===== src/rtl/gpio4_pkg.sv =====
package gpio4_pkg;
    localparam int GPIO_ADDR_W = 2;
    localparam logic [GPIO_ADDR_W-1:0] OFS_DRV_EN = 2'd0;
    localparam logic [GPIO_ADDR_W-1:0] OFS_MODE   = 2'd1;
    localparam logic [GPIO_ADDR_W-1:0] OFS_DOUT   = 2'd2;
    localparam logic [GPIO_ADDR_W-1:0] OFS_DIN    = 2'd3;
endpackage


===== src/rtl/gpio4_regs.sv =====
module gpio4_regs #(
    parameter int NUM_PINS = 4,
    parameter int DATA_W   = 8,
    parameter int ADDR_W   = 2
) (
    input  logic                clk,
    input  logic                rst_n,
    input  logic                wr_en,
    input  logic [ADDR_W-1:0]   wr_addr,
    input  logic [DATA_W-1:0]   wr_data,
    output logic [NUM_PINS-1:0] drv_en_o,
    output logic [NUM_PINS-1:0] mode_o,
    output logic [NUM_PINS-1:0] pu_en_o,
    output logic [NUM_PINS-1:0] dout_o
);
    import gpio4_pkg::*;

    typedef struct packed {
        logic [NUM_PINS-1:0] drv_en;
        logic [NUM_PINS-1:0] mode;
        logic [NUM_PINS-1:0] pu_en;
        logic [NUM_PINS-1:0] dout;
    } regs_t;

    regs_t r_d, r_q;

    always_comb begin
        r_d = r_q;
        if (wr_en) begin
            if (wr_addr == ADDR_W'(OFS_DRV_EN)) begin
                r_d.drv_en = wr_data[NUM_PINS-1:0];
            end else if (wr_addr == ADDR_W'(OFS_MODE)) begin
                r_d.mode  = wr_data[NUM_PINS-1:0];
                r_d.pu_en = wr_data[2*NUM_PINS-1:NUM_PINS];
            end else if (wr_addr == ADDR_W'(OFS_DOUT)) begin
                r_d.dout = wr_data[NUM_PINS-1:0];
            end
        end
    end

    always_ff @(posedge clk or negedge rst_n) begin
        if (!rst_n) r_q <= '0;
        else        r_q <= r_d;
    end

    assign drv_en_o = r_q.drv_en;
    assign mode_o   = r_q.mode;
    assign pu_en_o  = r_q.pu_en;
    assign dout_o   = r_q.dout;

    // a write to the enable register is visible after the capturing edge
    assert_wr_drv_en_R9: assert property (@(posedge clk) disable iff (!rst_n)
        (wr_en && wr_addr == ADDR_W'(OFS_DRV_EN)) |=> (drv_en_o == $past(wr_data[NUM_PINS-1:0])));

    // a write to the read-only offset leaves all state untouched
    assert_din_write_ignored_R8: assert property (@(posedge clk) disable iff (!rst_n)
        (wr_en && wr_addr == ADDR_W'(OFS_DIN)) |=> $stable(r_q));
endmodule


===== src/rtl/gpio4_sync.sv =====
module gpio4_sync #(
    parameter int NUM_PINS    = 4,
    parameter int SYNC_STAGES = 2
) (
    input  logic                clk,
    input  logic                rst_n,
    input  logic [NUM_PINS-1:0] async_i,
    output logic [NUM_PINS-1:0] sync_o
);
    logic [NUM_PINS-1:0] stg_d [SYNC_STAGES];
    logic [NUM_PINS-1:0] stg_q [SYNC_STAGES];

    generate
        for (genvar s = 0; s < SYNC_STAGES; s++) begin : g_stage
            if (s == 0) begin : g_first
                always_comb stg_d[s] = async_i;
            end else begin : g_next
                always_comb stg_d[s] = stg_q[s-1];
            end
            always_ff @(posedge clk or negedge rst_n) begin
                if (!rst_n) stg_q[s] <= '0;
                else        stg_q[s] <= stg_d[s];
            end
        end
    endgenerate

    assign sync_o = stg_q[SYNC_STAGES-1];
endmodule


===== src/rtl/gpio4_pad_ctrl.sv =====
module gpio4_pad_ctrl #(
    parameter int NUM_PINS = 4
) (
    input  logic [NUM_PINS-1:0] drv_en_i,
    input  logic [NUM_PINS-1:0] mode_i,
    input  logic [NUM_PINS-1:0] pu_en_i,
    input  logic [NUM_PINS-1:0] dout_i,
    output logic [NUM_PINS-1:0] pad_out_o,
    output logic [NUM_PINS-1:0] pad_oe_o,
    output logic [NUM_PINS-1:0] pad_pu_o
);
    generate
        for (genvar p = 0; p < NUM_PINS; p++) begin : g_pin
            logic opdrain, drives_low;
            always_comb begin
                opdrain        = mode_i[p];
                pad_out_o[p]   = opdrain ? 1'b0 : dout_i[p];
                pad_oe_o[p]    = drv_en_i[p] & (~opdrain | ~dout_i[p]);
                drives_low     = pad_oe_o[p] & ~pad_out_o[p];
                pad_pu_o[p]    = pu_en_i[p] & ~drives_low;
            end
        end
    endgenerate
endmodule


===== src/rtl/gpio4_ctrl.sv =====
module gpio4_ctrl #(
    parameter int NUM_PINS    = 4,
    parameter int DATA_W      = 8,
    parameter int ADDR_W      = gpio4_pkg::GPIO_ADDR_W,
    parameter int SYNC_STAGES = 2
) (
    input  logic                clk,
    input  logic                rst_n,
    input  logic [ADDR_W-1:0]   bus_addr,
    input  logic [DATA_W-1:0]   bus_wdata,
    input  logic                bus_we,
    output logic [DATA_W-1:0]   bus_rdata,
    input  logic [NUM_PINS-1:0] pad_in,
    output logic [NUM_PINS-1:0] pad_out,
    output logic [NUM_PINS-1:0] pad_oe,
    output logic [NUM_PINS-1:0] pad_pu
);
    import gpio4_pkg::*;

    localparam int PAD_W = DATA_W - NUM_PINS;

    logic [NUM_PINS-1:0] drv_en, mode, pu_en, dout, pin_sync, din_masked;

    gpio4_regs #(.NUM_PINS(NUM_PINS), .DATA_W(DATA_W), .ADDR_W(ADDR_W)) u_regs (
        .clk(clk), .rst_n(rst_n), .wr_en(bus_we), .wr_addr(bus_addr), .wr_data(bus_wdata),
        .drv_en_o(drv_en), .mode_o(mode), .pu_en_o(pu_en), .dout_o(dout)
    );

    gpio4_sync #(.NUM_PINS(NUM_PINS), .SYNC_STAGES(SYNC_STAGES)) u_sync (
        .clk(clk), .rst_n(rst_n), .async_i(pad_in), .sync_o(pin_sync)
    );

    gpio4_pad_ctrl #(.NUM_PINS(NUM_PINS)) u_pad (
        .drv_en_i(drv_en), .mode_i(mode), .pu_en_i(pu_en), .dout_i(dout),
        .pad_out_o(pad_out), .pad_oe_o(pad_oe), .pad_pu_o(pad_pu)
    );

    assign din_masked = (pin_sync & mode) | ~mode;

    always_comb begin
        bus_rdata = '0;
        if (bus_addr == ADDR_W'(OFS_DRV_EN))    bus_rdata = {{PAD_W{1'b0}}, drv_en};
        else if (bus_addr == ADDR_W'(OFS_MODE)) bus_rdata = {{(DATA_W-2*NUM_PINS){1'b0}}, pu_en, mode};
        else if (bus_addr == ADDR_W'(OFS_DOUT)) bus_rdata = {{PAD_W{1'b0}}, dout};
        else if (bus_addr == ADDR_W'(OFS_DIN))  bus_rdata = {{PAD_W{1'b0}}, din_masked};
    end

    // no pin drives without its output enable
    assert_no_drive_when_off_R2: assert property (@(posedge clk) disable iff (!rst_n)
        (pad_oe & ~drv_en) == '0);
    // open-drain pins never drive a high level
    assert_opendrain_low_only_R4: assert property (@(posedge clk) disable iff (!rst_n)
        (pad_out & mode) == '0);
    // no pull-up request while driving low
    assert_no_pu_while_low_R7: assert property (@(posedge clk) disable iff (!rst_n)
        (pad_pu & pad_oe & ~pad_out) == '0);
    // disabled inputs read as 1
    assert_masked_read_ones_R5: assert property (@(posedge clk) disable iff (!rst_n)
        (bus_addr == ADDR_W'(OFS_DIN)) |-> ((bus_rdata[NUM_PINS-1:0] | mode) == '1));
    // upper bits of the input-data register read 0
    assert_din_upper_zero_R8: assert property (@(posedge clk) disable iff (!rst_n)
        (bus_addr == ADDR_W'(OFS_DIN)) |-> (bus_rdata[DATA_W-1:NUM_PINS] == '0));
endmodule


===== config.mk =====
export PLATFORM = sky130hd
export DESIGN_NAME = gpio4_ctrl
export DESIGN_NICKNAME = d
export VERILOG_FILES = /design/src/rtl/gpio4_pkg.sv /design/src/rtl/gpio4_regs.sv /design/src/rtl/gpio4_sync.sv /design/src/rtl/gpio4_pad_ctrl.sv /design/src/rtl/gpio4_ctrl.sv
export SDC_FILE = /design/constraint.sdc
export NUM_CORES = 1
export LEC_CHECK = 0
export ABC_AREA = 0
export BUFFER_PORTS_ARGS = -buffer_cell sky130_fd_sc_hd__buf_2
export CAP_MARGIN = 20
export CORE_ASPECT_RATIO = 1.2
export CORE_MARGIN = 2
export CORE_UTILIZATION = 44
export CTS_CLUSTER_SIZE = 20
export DETAILED_ROUTE_END_ITERATION = 16
export PLACE_DENSITY = 0.74
export SLEW_MARGIN = 5
export SYNTH_ARGS = -nofsm -noshare
export SYNTH_HDL_FRONTEND = slang
export SYNTH_HIERARCHICAL = 1
export SYNTH_SLANG_ARGS = --single-unit

===== constraint.sdc =====
create_clock -name clk -period 0.9 [get_ports clk]
set_input_delay 0.09 -clock clk [delete_from_list [all_inputs] [get_ports clk]]
set_output_delay 0.09 -clock clk [all_outputs]
set_load 0.02 [all_outputs]

After elaboration in Yosys (flattened, before gate mapping)
Index checks and enable logic that the tools add are counted.
Widths: inputs -> output; s select.

operators by class
  reductions and logical operators = 4
  mux-type cells = 8
  equal/unequal tests = 3
  bitwise logic cells = 37

operators with widths
  operator            count
  $not 1->1           18
  $mux 8              2
  $and 1x1->1         12
  $mux 4              2
  $and 4x4->4         1
  $eq 2x2->1 const B  2
  $mux 1              4
  $not 4->4           1
  $or 1x1->1          4
  $or 4x4->4          1
  $reduce_and 4->1    1
  $reduce_and 3->1    1
  $eq 2x1->1 const B  1
  $logic_not 2->1     1
  $reduce_and 2->1    1

storage, ports and cells
  bits in registers = 24
  output and inout bits = 20
  word-level logic and storage cells = 58

Depth between registers and ports, before layout
Gate-level depths: netlist of run 1.

  word-level depth = 6
  mapped depth = 2

By module
The synthesis of run 1 kept the hierarchy.

modules (own cells, without submodules)
  module          area an instance (sq um)  instances  cells an instance  sequential area each (sq um)
  gpio4_regs      626.9                     1          35                 400.4
  gpio4_sync      200.2                     1          8                  200.2
  gpio4_ctrl      163.9                     1          13                 0.0
  gpio4_pad_ctrl  105.1                     1          16                 0.0

Worst setup path before layout of run 1
No wires, ideal clock.

  kind = register to output
  from = register u_sync.stg_q (netlist bit u_sync/sync_o[0])
  to = output port bus_rdata[0]
  path slack = -0.219 ns
  arrival time = 1.029 ns
  stages on the path, launching flop included = 3
  data required time = 0.810 ns
  path through = dfrtp_1 > nand2b_1 > mux4_1

between the ends
  cells in the longest elaborated chain, start to end = 6

RTL lines
  element                          line              text
  start, declared                  gpio4_sync.sv:11  logic [NUM_PINS-1:0] stg_q [SYNC_STAGES];
  start signal, assigned by index  gpio4_sync.sv:22  else stg_q[s] <= stg_d[s];
  $and 4x4->4                      gpio4_ctrl.sv:38  assign din_masked = (pin_sync & mode) | ~mode;
  $or 4x4->4                       gpio4_ctrl.sv:38
  $mux 4                           gpio4_ctrl.sv:45  else if (bus_addr == ADDR_W'(OFS_DIN)) bus_rdata = {{PAD_W{1'b0}}, din_masked};
  $mux 4                           gpio4_ctrl.sv:44  else if (bus_addr == ADDR_W'(OFS_DOUT)) bus_rdata = {{PAD_W{1'b0}}, dout};
  $mux 8                           gpio4_ctrl.sv:43  else if (bus_addr == ADDR_W'(OFS_MODE)) bus_rdata = {{(DATA_W-2*NUM_PINS){1'b0}}, pu_en, mode};
  $mux 8                           gpio4_ctrl.sv:42  if (bus_addr == ADDR_W'(OFS_DRV_EN)) bus_rdata = {{PAD_W{1'b0}}, drv_en};
  end, declared                    gpio4_ctrl.sv:12  output logic [DATA_W-1:0] bus_rdata,

No other way between the ends.

Worst setup path in the final report of run 1
Ends and elaborated chain as after synthesis.

==> results of run 1 <==
[final cells by class]
cell class | instances | area, um2
Sequential cell | 24 | 603
Inverter | 4 | 22.5
Fill cell | 133 | 534
Tap cell | 31 | 38.8
Clock buffer | 3 | 22.5
Multi-Input combinational cell | 44 | 568
Timing Repair Buffer | 62 | 541
[per-layer routing]
layer	up-vias	GRT usage, %
met5	-	0
met4	0	9.52
met3	2	1.02
met2	25	32.8
met1	411	21.2
li1	390	-
[logic make-up (layout without fill, tap and decap cells)]
logic type	after synthesis	in the layout
buf+inv	4	69
compound gates	8	8
flops	24	24
mux	20	20
simple gates	16	16
[registers in the layout, summed over array words and instances (netlist names)]
signal,flops
u_regs/dout_o,4
u_regs/drv_en_o,4
u_regs/mode_o,4
u_regs/pu_en_o,4
u_sync/stg_d,4
u_sync/sync_o,4
[stage by stage]
stage | hold slack [ns] | cells
global placement | 0.0879 | 154
detailed placement | 0.0952 | 154
finish | 0.0317 | 168
floorplan | -0.206 | 72
CTS | 0.00568 | 165
global route | 0.0149 | 168
[how the worst max path moves through the flow]
| stage | from | end | slack [ns] | cells past startpoint |
|---|---|---|---|---|
| final | u_sync/sync_o[0] | bus_rdata[0] | -0.62 | 3 |
| after global routing | u_sync/sync_o[1] | bus_rdata[1] | -0.69 | 3 |
| after global placement | u_sync/sync_o[3] | bus_rdata[3] | -0.27 | 3 |
| after floorplan | u_sync/sync_o[0] | bus_rdata[0] | -0.17 | 2 |
| after CTS | u_sync/sync_o[3] | bus_rdata[3] | -0.63 | 3 |
| after detailed placement | u_sync/sync_o[3] | bus_rdata[3] | -0.28 | 3 |
[worst max-delay path, delay by kind of cell, from the launching register on]
family | cells | cell delay, ns
mux | 1 | 0.47
buf+inv | 1 | 0.15
simple gates | 1 | 0.13
flops | 1 | 0.39
[cell usage in the layout, fill, tap and decap left out, drive strengths merged]
cell type    instances
mux2                16
dlygate4sd3          7
nand2b               4
clkbuf               3
and2b                1
inv                  4
nor3b                1
nand3b               2
and2                 4
nor2                 4
dfrtp               24
buf                 55
a21boi               8
mux4                 4
[timing repair]
item	CTS	global route
hold endpoints to repair	29	1
gates resized for setup	54	24
setup endpoints to repair	26	30
pin swaps	3	3
hold buffers	6	1
buffers inserted	4	6
[power groups by stage]
stage	combinational, mW	sequential [mW]	clock [mW]
floorplan	0.584	1.36	0
detailed placement	1.06	1.35	0
global placement	1.03	1.34	0
global route	1.64	1.39	0.512
CTS	1.40	1.35	0.468
finish	1.55	1.37	0.448
==> flow_metrics.tcl, run 1 <==
set metrics [dict create \
    dp_worst_setup_slack_ns -0.284 \
    gp_congestion 0.675 \
    drt-initial-drc-count 15 \
    hp-start "bus_wdata[4]" \
    coreArea_um2 2330 \
    wl_per_cell_um 15.4 \
    die_height_um 58.7 \
    wl_um 2590 \
    yosys.area_share.simple_pct 11.0 \
    synth_top_family_by_area "multiplexers" \
    max_freq_mhz 658 \
    cts_htree_levels 1 \
    cts_root_buffer "clkbuf_4" \
    syn_inst 72 \
    power_frac_seq_pct 40.7 \
    slowest_delay_ns 0.47 \
    p_sw_share_pct 32.2 \
    met2_length_um 1450 \
    drive_gt1_share_pct 78.1 \
    first_pass_iters 4 \
    ys_top_cells_by_count "dfrtp_1 (24), mux2_2 (16)" \
    switching_power_mw 1.08 \
    synth.cell_area_um2 1100 \
    leakagePower_nw 0.862 \
    hold_violations 0 \
    mappedNetlistNets 89 \
    viasPerCell 4.93 \
    pwr-share-comb_pct 46.0 \
    netlist.area_leader.share_pct 54.8 \
    die-area_um2 2910 \
    grt_max_degree 25 \
    place_area_um2 1410 \
    area_delta_synth_final_pct 63.8 \
    synth.distinct_cells 13 \
    synth_edf_count 0 \
    status "finished, violations left" \
    io_pins 37 \
    r2r_setup_slack_ns -0.16 \
    grt_pass1_wl_um 3850 \
    skew_ns 0.000198 \
    min_path_type "primary input to flop" \
    p_clk_share_pct 13.3 \
    p_int_mw 2.29 \
    route.detailed.drc 0 \
    total_power_mw 3.37 \
    synth-xor-area-share_pct 0 \
    ys.flop_type "dfrtp_1" \
    relSlewSlack_pct 65.4 \
    reg2reg_to "u_regs/mode_o[1]" \
    critPathArrivalTime_ns 1.43 \
    synth_compound_area_share_pct 6.85 \
    start_util_pct 47.0 \
    synth_most_common_cell "dfrtp_1" \
    min_to "u_regs/pu_en_o[0]" \
    synth_seq_cells 24 \
    maxCapViolations 0 \
    required_ns 0.81 \
    slew_violations 0 \
    dp.final_hpwl_um 1700 \
    synthTopCellsByArea "dfrtp_1 (55%), mux2_2 (16%), mux4_1 (9.6%)" \
    synth_fa_ha_area_share_pct 0 \
    worstSkewPairLatency_ns 0.30 \
    setup_viol 24 \
    violations "setup timing" \
    cts.clk_slew.worst_paths_ns 0.12 \
    power_density_nw_per_um2 1880 \
    design_area_um2 1800 \
    clock-sinks 24 \
    crit_slowest_cell "mux4_2" \
    avgSynthCellArea_um2 15.2 \
    final.period_utilization_pct 169 \
    cts_buffers 3 \
    whs_path_depth 2 \
    rows 19 \
    ant_nets 0 \
    port_buffers 36 \
    n_antenna_cell 0 \
    grt_antenna_before_repair 0 \
    yosysSeqAreaShare_pct 54.8 \
    cts_tree "yes" \
    worstMarginPinSlew_ns 0.519 \
    worst_setup_path_start_kind "flop" \
    r2r_start "u_regs/mode_o[1]" \
    track_usage_pct 17.9 \
    fin_nets 156 \
    fin_ws_ns -0.620 \
    critical_path_class "flop to primary output" \
    worstPathCellList "nand2b_4 -> mux4_2 -> buf_6" \
    vias 828 \
    critPathCaptureType "primary output" \
    rsz0062_at_grt "yes" \
    synth-warning-count 6 \
    vdd_drop_max_v 0.00131 \
    top_layer "met4" \
    met3_length_um 118 \
    post-route-util_pct 77.1 \
    grt_pass1_vias 816 \
    cp_max_fo 1 \
    yosysTopAreaCell "dfrtp_1" \
    async_flop_share_pct 100 \
    die_w_um 49.6 \
    wl_met1_um 994 \
    grt-ovfl-total 0 \
    setup_tns_ns -7.36 \
    reg2reg_depth 3 \
    synthMuxAreaShare_pct 26.0 \
    period_needed_ns 1.52 \
    clk_path_buf_depth 2 \
]
No activity file was read; power rests on OpenSTA's default activity.
==> run 2, diff against run 1 <==
--- a/config.mk
+++ b/config.mk
@@ -6,5 +6,5 @@
 export NUM_CORES = 1
 export LEC_CHECK = 0
-export ABC_AREA = 0
+export ABC_AREA = 1
 export BUFFER_PORTS_ARGS = -buffer_cell sky130_fd_sc_hd__buf_2
 export CAP_MARGIN = 20
@@ -14,5 +14,6 @@
 export CTS_CLUSTER_SIZE = 20
 export DETAILED_ROUTE_END_ITERATION = 16
-export PLACE_DENSITY = 0.74
+export PLACE_DENSITY = 0.73
+export SKIP_LAST_GASP = 1
 export SLEW_MARGIN = 5
 export SYNTH_ARGS = -nofsm -noshare
==> constraint.sdc (replaced) <==
create_clock -name clk -period 0.9 [get_ports clk]
set_input_delay 0.135 -clock clk [delete_from_list [all_inputs] [get_ports clk]]
set_output_delay 0.135 -clock clk [all_outputs]
set_load 0.02 [all_outputs]
==> run 2 against run 1 <==
  * The run still ends with setup timing left
  * Core utilization fell by 12 points
  * Critical endpoint is now bus_rdata[3]
  * Largest cell class unchanged
  * First-iteration DRC count increased to 2.9 times the previous value
  * Cell count grew 39%
  * Non-clock buffer count decreased by 5
==> flow_metrics.tcl, run 2 <==
set metrics [dict create \
    area_delta_synth_final_pct 40.6 \
    setup_viol 20 \
    whs_path_depth 3 \
    place_area_um2 1470 \
    first_pass_iters 4 \
    syn_inst 144 \
    yosysTopAreaCell "dfrtp_1" \
    synth.cell_area_um2 1170 \
    die_height_um 60.5 \
    r2r_setup_slack_ns 0 \
    fin_ws_ns -0.391 \
    crit_slowest_cell "dfrtp_1" \
    netlist.area_leader.share_pct 51.3 \
    wl_um 3080 \
    r2r_start "u_regs/mode_o[2]" \
    die-area_um2 3090 \
    slew_violations 0 \
    drt-initial-drc-count 44 \
    fin_nets 219 \
    coreArea_um2 2530 \
    violations "setup timing" \
    grt_util_met1_pct 25.6 \
    worstMarginPinSlew_ns 0.303 \
    cts_tree "yes" \
    cp_max_fo 1 \
    cts_root_buffer "clkbuf_4" \
    critPathArrivalTime_ns 1.16 \
    status "finished, violations left" \
    gp_congestion 0.875 \
    reg2reg_to "u_regs/mode_o[2]" \
    cts_buffers 3 \
    grt_pass1_wl_um 4850 \
    switching_power_mw 0.979 \
    vdd_drop_max_v 0.00108 \
    synth_edf_count 0 \
    p_clk_share_pct 16.8 \
    ant_nets 0 \
    pwr-share-comb_pct 33.5 \
    maxCapViolations 0 \
    post-route-util_pct 65.1 \
    die_w_um 51.1 \
    period_needed_ns 1.29 \
    avgSynthCellArea_um2 8.12 \
    critPathCaptureType "primary output" \
    slowest_delay_ns 0.40 \
    fill_cells 221 \
    ys_top_cells_by_count "nand2_1 (47), dfrtp_1 (24), nand4_1 (16)" \
    ys.flop_type "dfrtp_1" \
    skew_ns 0.00308 \
    grt_busiest_layer "met2" \
    layout_commonest_cell "nand2_1" \
    p_int_mw 1.79 \
    viasPerCell 5.13 \
    critPathTopFamily "flip-flops" \
    final_cell_mix "nand2_1 (45), buf_4 (32), dfrtp_1 (20)" \
    synth_most_common_cell "nand2_1" \
    io_pins 37 \
    start_util_pct 46.3 \
    cts_htree_levels 1 \
    n_antenna_cell 0 \
    track_usage_pct 21.1 \
    leakagePower_nw 0.875 \
    reg2reg_depth 4 \
    min_path_type "primary input to flop" \
    vias 1196 \
    power_density_nw_per_um2 1680 \
    final.period_utilization_pct 143 \
    relSlewSlack_pct 79.8 \
    rsz0062_at_grt "yes" \
    synth_seq_cells 24 \
    synth.distinct_cells 15 \
    port_buffers 36 \
    layout.cells.non_filler 233 \
    clk_path_buf_depth 2 \
    power_frac_seq_pct 49.7 \
    critical_path_class "flop to primary output" \
    worst_setup_path_start_kind "flop" \
    hold_violations 0 \
    grt_util_met2_pct 38.4 \
    async_flop_share_pct 100 \
    yosysSeqAreaShare_pct 51.3 \
    grt_pass1_vias 1068 \
    synthTopCellsByArea "dfrtp_1 (51%), nand2_1 (15%), nand4_1 (8.6%)" \
    grt-ovfl-total 0 \
    p_sw_share_pct 35.3 \
    hp-start "bus_wdata[4]" \
    min_to "u_regs/pu_en_o[0]" \
    cts.clk_slew.worst_paths_ns 0.12 \
    rows 20 \
    clock-sinks 24 \
    grt_use_met3_pct 2.71 \
    drive_gt1_share_pct 39.5 \
    route.detailed.drc 0 \
    grt_max_degree 25 \
    synth-warning-count 6 \
    crit_buf_inv 2 \
    design_area_um2 1650 \
    mappedNetlistNets 161 \
    dp.final_hpwl_um 2230 \
    grt_antenna_before_repair 0 \
    worstPathCellList "inv_1 -> nand2_2 -> nand2_1 -> nand4_1 -> buf_4" \
    worstSkewPairLatency_ns 0.31 \
    required_ns 0.76 \
    wl_per_cell_um 13.2 \
    max_freq_mhz 774 \
    placedCellCount 223 \
]
-- run 2: cell count changes in the layout (fill, tap and decap cells not counted), moves of 11 or more --
cell,delta
nand2_1,+45
nand3_1,+11
inv_1,+12
buf_6,-22
buf_4,+19
nand4_1,+16
-- run 2: per-stage QoR --
stage                     setup TNS, ns  power, mW  setup slack (ns)  hold slack, ns
after floorplan                       0       1.82          0.000204          -0.161
after global routing              -7.18       2.91            -0.442          0.0745
after global placement           -0.853       2.14           -0.0793           0.127
final                             -6.11       2.77            -0.391          0.0638
after CTS                         -6.13       2.74            -0.373          0.0613
after detailed placement          -1.22       2.16            -0.104           0.131
-- run 2: cell type report --
cell class	count	area, um2	area share [%]
inverter	21	78.8	4.79
clock buffer	3	22.5	1.37
timing repair buffer	57	415	25.2
multi-input combinational	95	482	29.3
tap	33	41.3	2.51
sequential	24	606	36.8
-- run 2: worst max-delay path by stage --
stage	from	endpoint	slack [ns]	depth (start not counted)
2_1_floorplan	u_regs/mode_o[0]	pad_oe[0]	0.0002	1
3_3_place_gp	bus_addr[0]	u_regs/drv_en_o[3]	-0.08	6
3_5_place_dp	bus_addr[0]	u_regs/drv_en_o[2]	-0.10	6
4_1_cts	u_regs/mode_o[1]	bus_rdata[1]	-0.37	4
5_1_grt	u_sync/sync_o[3]	bus_rdata[3]	-0.44	5
6_report	u_sync/sync_o[3]	bus_rdata[3]	-0.39	5
-- run 2: kinds of logic after synthesis --
family	synth area share, %
and+or+nand+nor	33.7
buffers and inverters	9.41
DFF	51.3
AOI/OAI and AO/OA	5.56
-- run 2: power groups by stage --
stage	clock network, mW	registers (mW)	logic, mW
2_1_floorplan	0	1.33	0.485
3_3_place_gp	0	1.38	0.756
3_5_place_dp	0	1.39	0.773
4_1_cts	0.470	1.37	0.897
5_1_grt	0.496	1.40	1.02
6_report	0.466	1.38	0.928
-- run 2: layer usage --
| layer | vias to the layer above | wire length, um |
|---|---|---|
| met1 | 559 | 1260 |
| met5 | - | 0 |
| met4 | 0 | 49 |
| met3 | 6 | 179 |
| li1 | 581 | - |
| met2 | 50 | 1590 |
-- run 2: timing repair --
item | in CTS | in global routing
resized for setup | 24 | 11
hold buffers | 5 | 0
setup buffers | 2 | 1
hold endpoints to repair | 28 | 0
pin swaps | 19 | 10
endpoints found under the setup margin | 20 | 22
-- run 2: worst reg2reg max path: stages, from the launching register on --
cell     delay, ns
dfrtp_2       0.47
buf_6         0.13
buf_4         0.11
nand2_1       0.05
nand2_1       0.05
==> run 3, diff against run 2 <==
Settings changed: REMOVE_ABC_BUFFERS set to 1.
==> run 3 against run 2 <==
  * The run still ends with setup timing left
  * Die area is the same
  * Register-to-register slack is essentially flat
  * Design area grew 3.9%
  * Critical path depth shrank 1
  * Via count grew 0.25%
  * Setup slack lost 0.0078 ns
  * Clock skew shrank 0.0019 ns
  * Cell count grew 3.0%
  * Hold slack gained 0.014 ns
  * Sequential power is essentially flat
  * Non-clock buffer count grew 7
  * Clock power shrank 4%
  * Critical path type unchanged
  * Critical endpoint unchanged
  * Highest routed layer unchanged
==> flow_metrics.tcl, run 3 (same netlist as run 2, synthesis figures left out) <==
set metrics [dict create \
    vias 1199 \
    cts_root_buffer "clkbuf_4" \
    port_buffers 36 \
    leakagePower_nw 0.917 \
    critPathCaptureType "primary output" \
    grt_use_met3_pct 1.48 \
    power_density_nw_per_um2 1660 \
    cts_htree_levels 1 \
    period_needed_ns 1.30 \
    grt_busiest_layer "met2" \
    fin_ws_ns -0.399 \
    die_height_um 60.5 \
    grt_max_degree 25 \
    r2r_setup_slack_ns 0 \
    crit_top_cell "nand2_1" \
    slew_violations 0 \
    clock-sinks 24 \
    final_cell_mix "nand2_1 (47), buf_4 (34), dfrtp_1 (22)" \
    rows 20 \
    vdd_drop_max_v 0.00104 \
    wl_um 2990 \
    rsz0062_at_grt "yes" \
    placedCellCount 221 \
    worst_setup_path_start_kind "flop" \
    crit_path_end "bus_rdata[3]" \
    track_usage_pct 21.1 \
    min_path_type "primary input to flop" \
    required_ns 0.76 \
    cp_max_fo 5 \
    relSlewSlack_pct 85.0 \
    hp-start "bus_wdata[4]" \
    cts.clk_slew.worst_paths_ns 0.12 \
    setup_viol 21 \
    dp.final_hpwl_um 2110 \
    grt_util_met2_pct 35.3 \
    slowest_delay_ns 0.45 \
    grt-ovfl-total 0 \
    route.detailed.drc 0 \
    skew_ns 0.00122 \
    r2r_start "u_regs/drv_en_o[0]" \
    cts_buffers 3 \
    io_pins 37 \
    critPathTopFamily "flip-flops" \
    worstPathCellList "nand2_1 -> nand2_1 -> nand4_1 -> buf_4" \
    fin_nets 226 \
    clk_path_buf_depth 2 \
    reg2reg_depth 4 \
    layout_commonest_cell "nand2_1" \
    viasPerCell 5.00 \
    max_freq_mhz 770 \
    violations "setup timing" \
    die-area_um2 3090 \
    drt-initial-drc-count 41 \
    cts_tree "yes" \
    status "finished, violations left" \
    reg2reg_to "u_regs/drv_en_o[0]" \
    area_delta_synth_final_pct 46.1 \
    critPathArrivalTime_ns 1.16 \
    dp_worst_setup_slack_ns -0.0965 \
    worstMarginPinSlew_ns 0.224 \
    wl_per_cell_um 12.4 \
    crit_buf_inv 1 \
    coreArea_um2 2530 \
    grt_util_met1_pct 27.7 \
    grt_pass1_vias 1081 \
    n_antenna_cell 0 \
    first_pass_iters 5 \
    hold_violations 0 \
    die_w_um 51.1 \
    whs_ns 0.0774 \
    fill_cells 200 \
    grt_pass1_wl_um 4830 \
    start_util_pct 46.3 \
    setup.worst_path.start "u_regs/mode_o[3]" \
    crit_slowest_cell "dfrtp_1" \
    worstSkewPairLatency_ns 0.31 \
    grt_antenna_before_repair 0 \
    critical_path_class "flop to primary output" \
    drive_gt1_share_pct 40.1 \
    final.period_utilization_pct 144 \
    ant_nets 0 \
    gp_congestion 0.900 \
    cp.depth 4 \
    layout.cells.non_filler 240 \
    maxCapViolations 0 \
]
## run 3: repair_timing
item,4_1_cts,5_1_grt
pin swaps,10,7
hold endpoints to repair,28,0
hold buffers,5,0
gates resized for setup,22,11
setup buffers,7,4
setup endpoints to repair,20,20
## run 3: per-layer routing
layer,up-vias,wire (um)
met3,6,151
met1,558,1300
met5,-,0
met4,0,63
met2,42,1470
li1,593,-
## run 3: final cells by class
| type | instances | area [um2] | share of cell area, % |
|---|---|---|---|
| Multi-Input combinational cell | 95 | 474 | 27.7 |
| Clock buffer | 3 | 22.5 | 1.32 |
| Sequential cell | 24 | 603 | 35.3 |
| Tap cell | 33 | 41.3 | 2.42 |
| Inverter | 21 | 78.8 | 4.61 |
| Timing Repair Buffer | 64 | 489 | 28.6 |
## run 3: worst min-delay path by stage
stage	cells past startpoint	slack, ns	end
5_1_grt	3	0.08	u_regs/pu_en_o[3]
2_1_floorplan	0	-0.16	u_regs/dout_o[0]
4_1_cts	3	0.07	u_regs/pu_en_o[3]
3_5_place_dp	2	0.08	u_regs/pu_en_o[1]
3_3_place_gp	2	0.08	u_regs/pu_en_o[1]
6_report	3	0.08	u_regs/pu_en_o[0]
## run 3: where the power goes
group / internal (mW) / switching [mW]
clock network: 0.157 / 0.293
registers: 1.21 / 0.149
logic: 0.498 / 0.532
## run 3: stage by stage
step	total power [mW]	instance area, um2	setup TNS, ns	util, %
after CTS	2.75	1650	-5.97	65.1
after global routing	3.00	1710	-7.16	67.6
final	2.84	1710	-5.93	67.6
after global placement	2.12	1460	-0.570	57.9
after floorplan	1.79	1140	0	-
after detailed placement	2.13	1460	-0.890	57.9
## run 3: worst reg2reg max path: stages, from the launching register on
cell	delay, ns
dfrtp_1	0.44
buf_4	0.15
buf_4	0.12
nand2_1	0.06
nand2_1	0.05
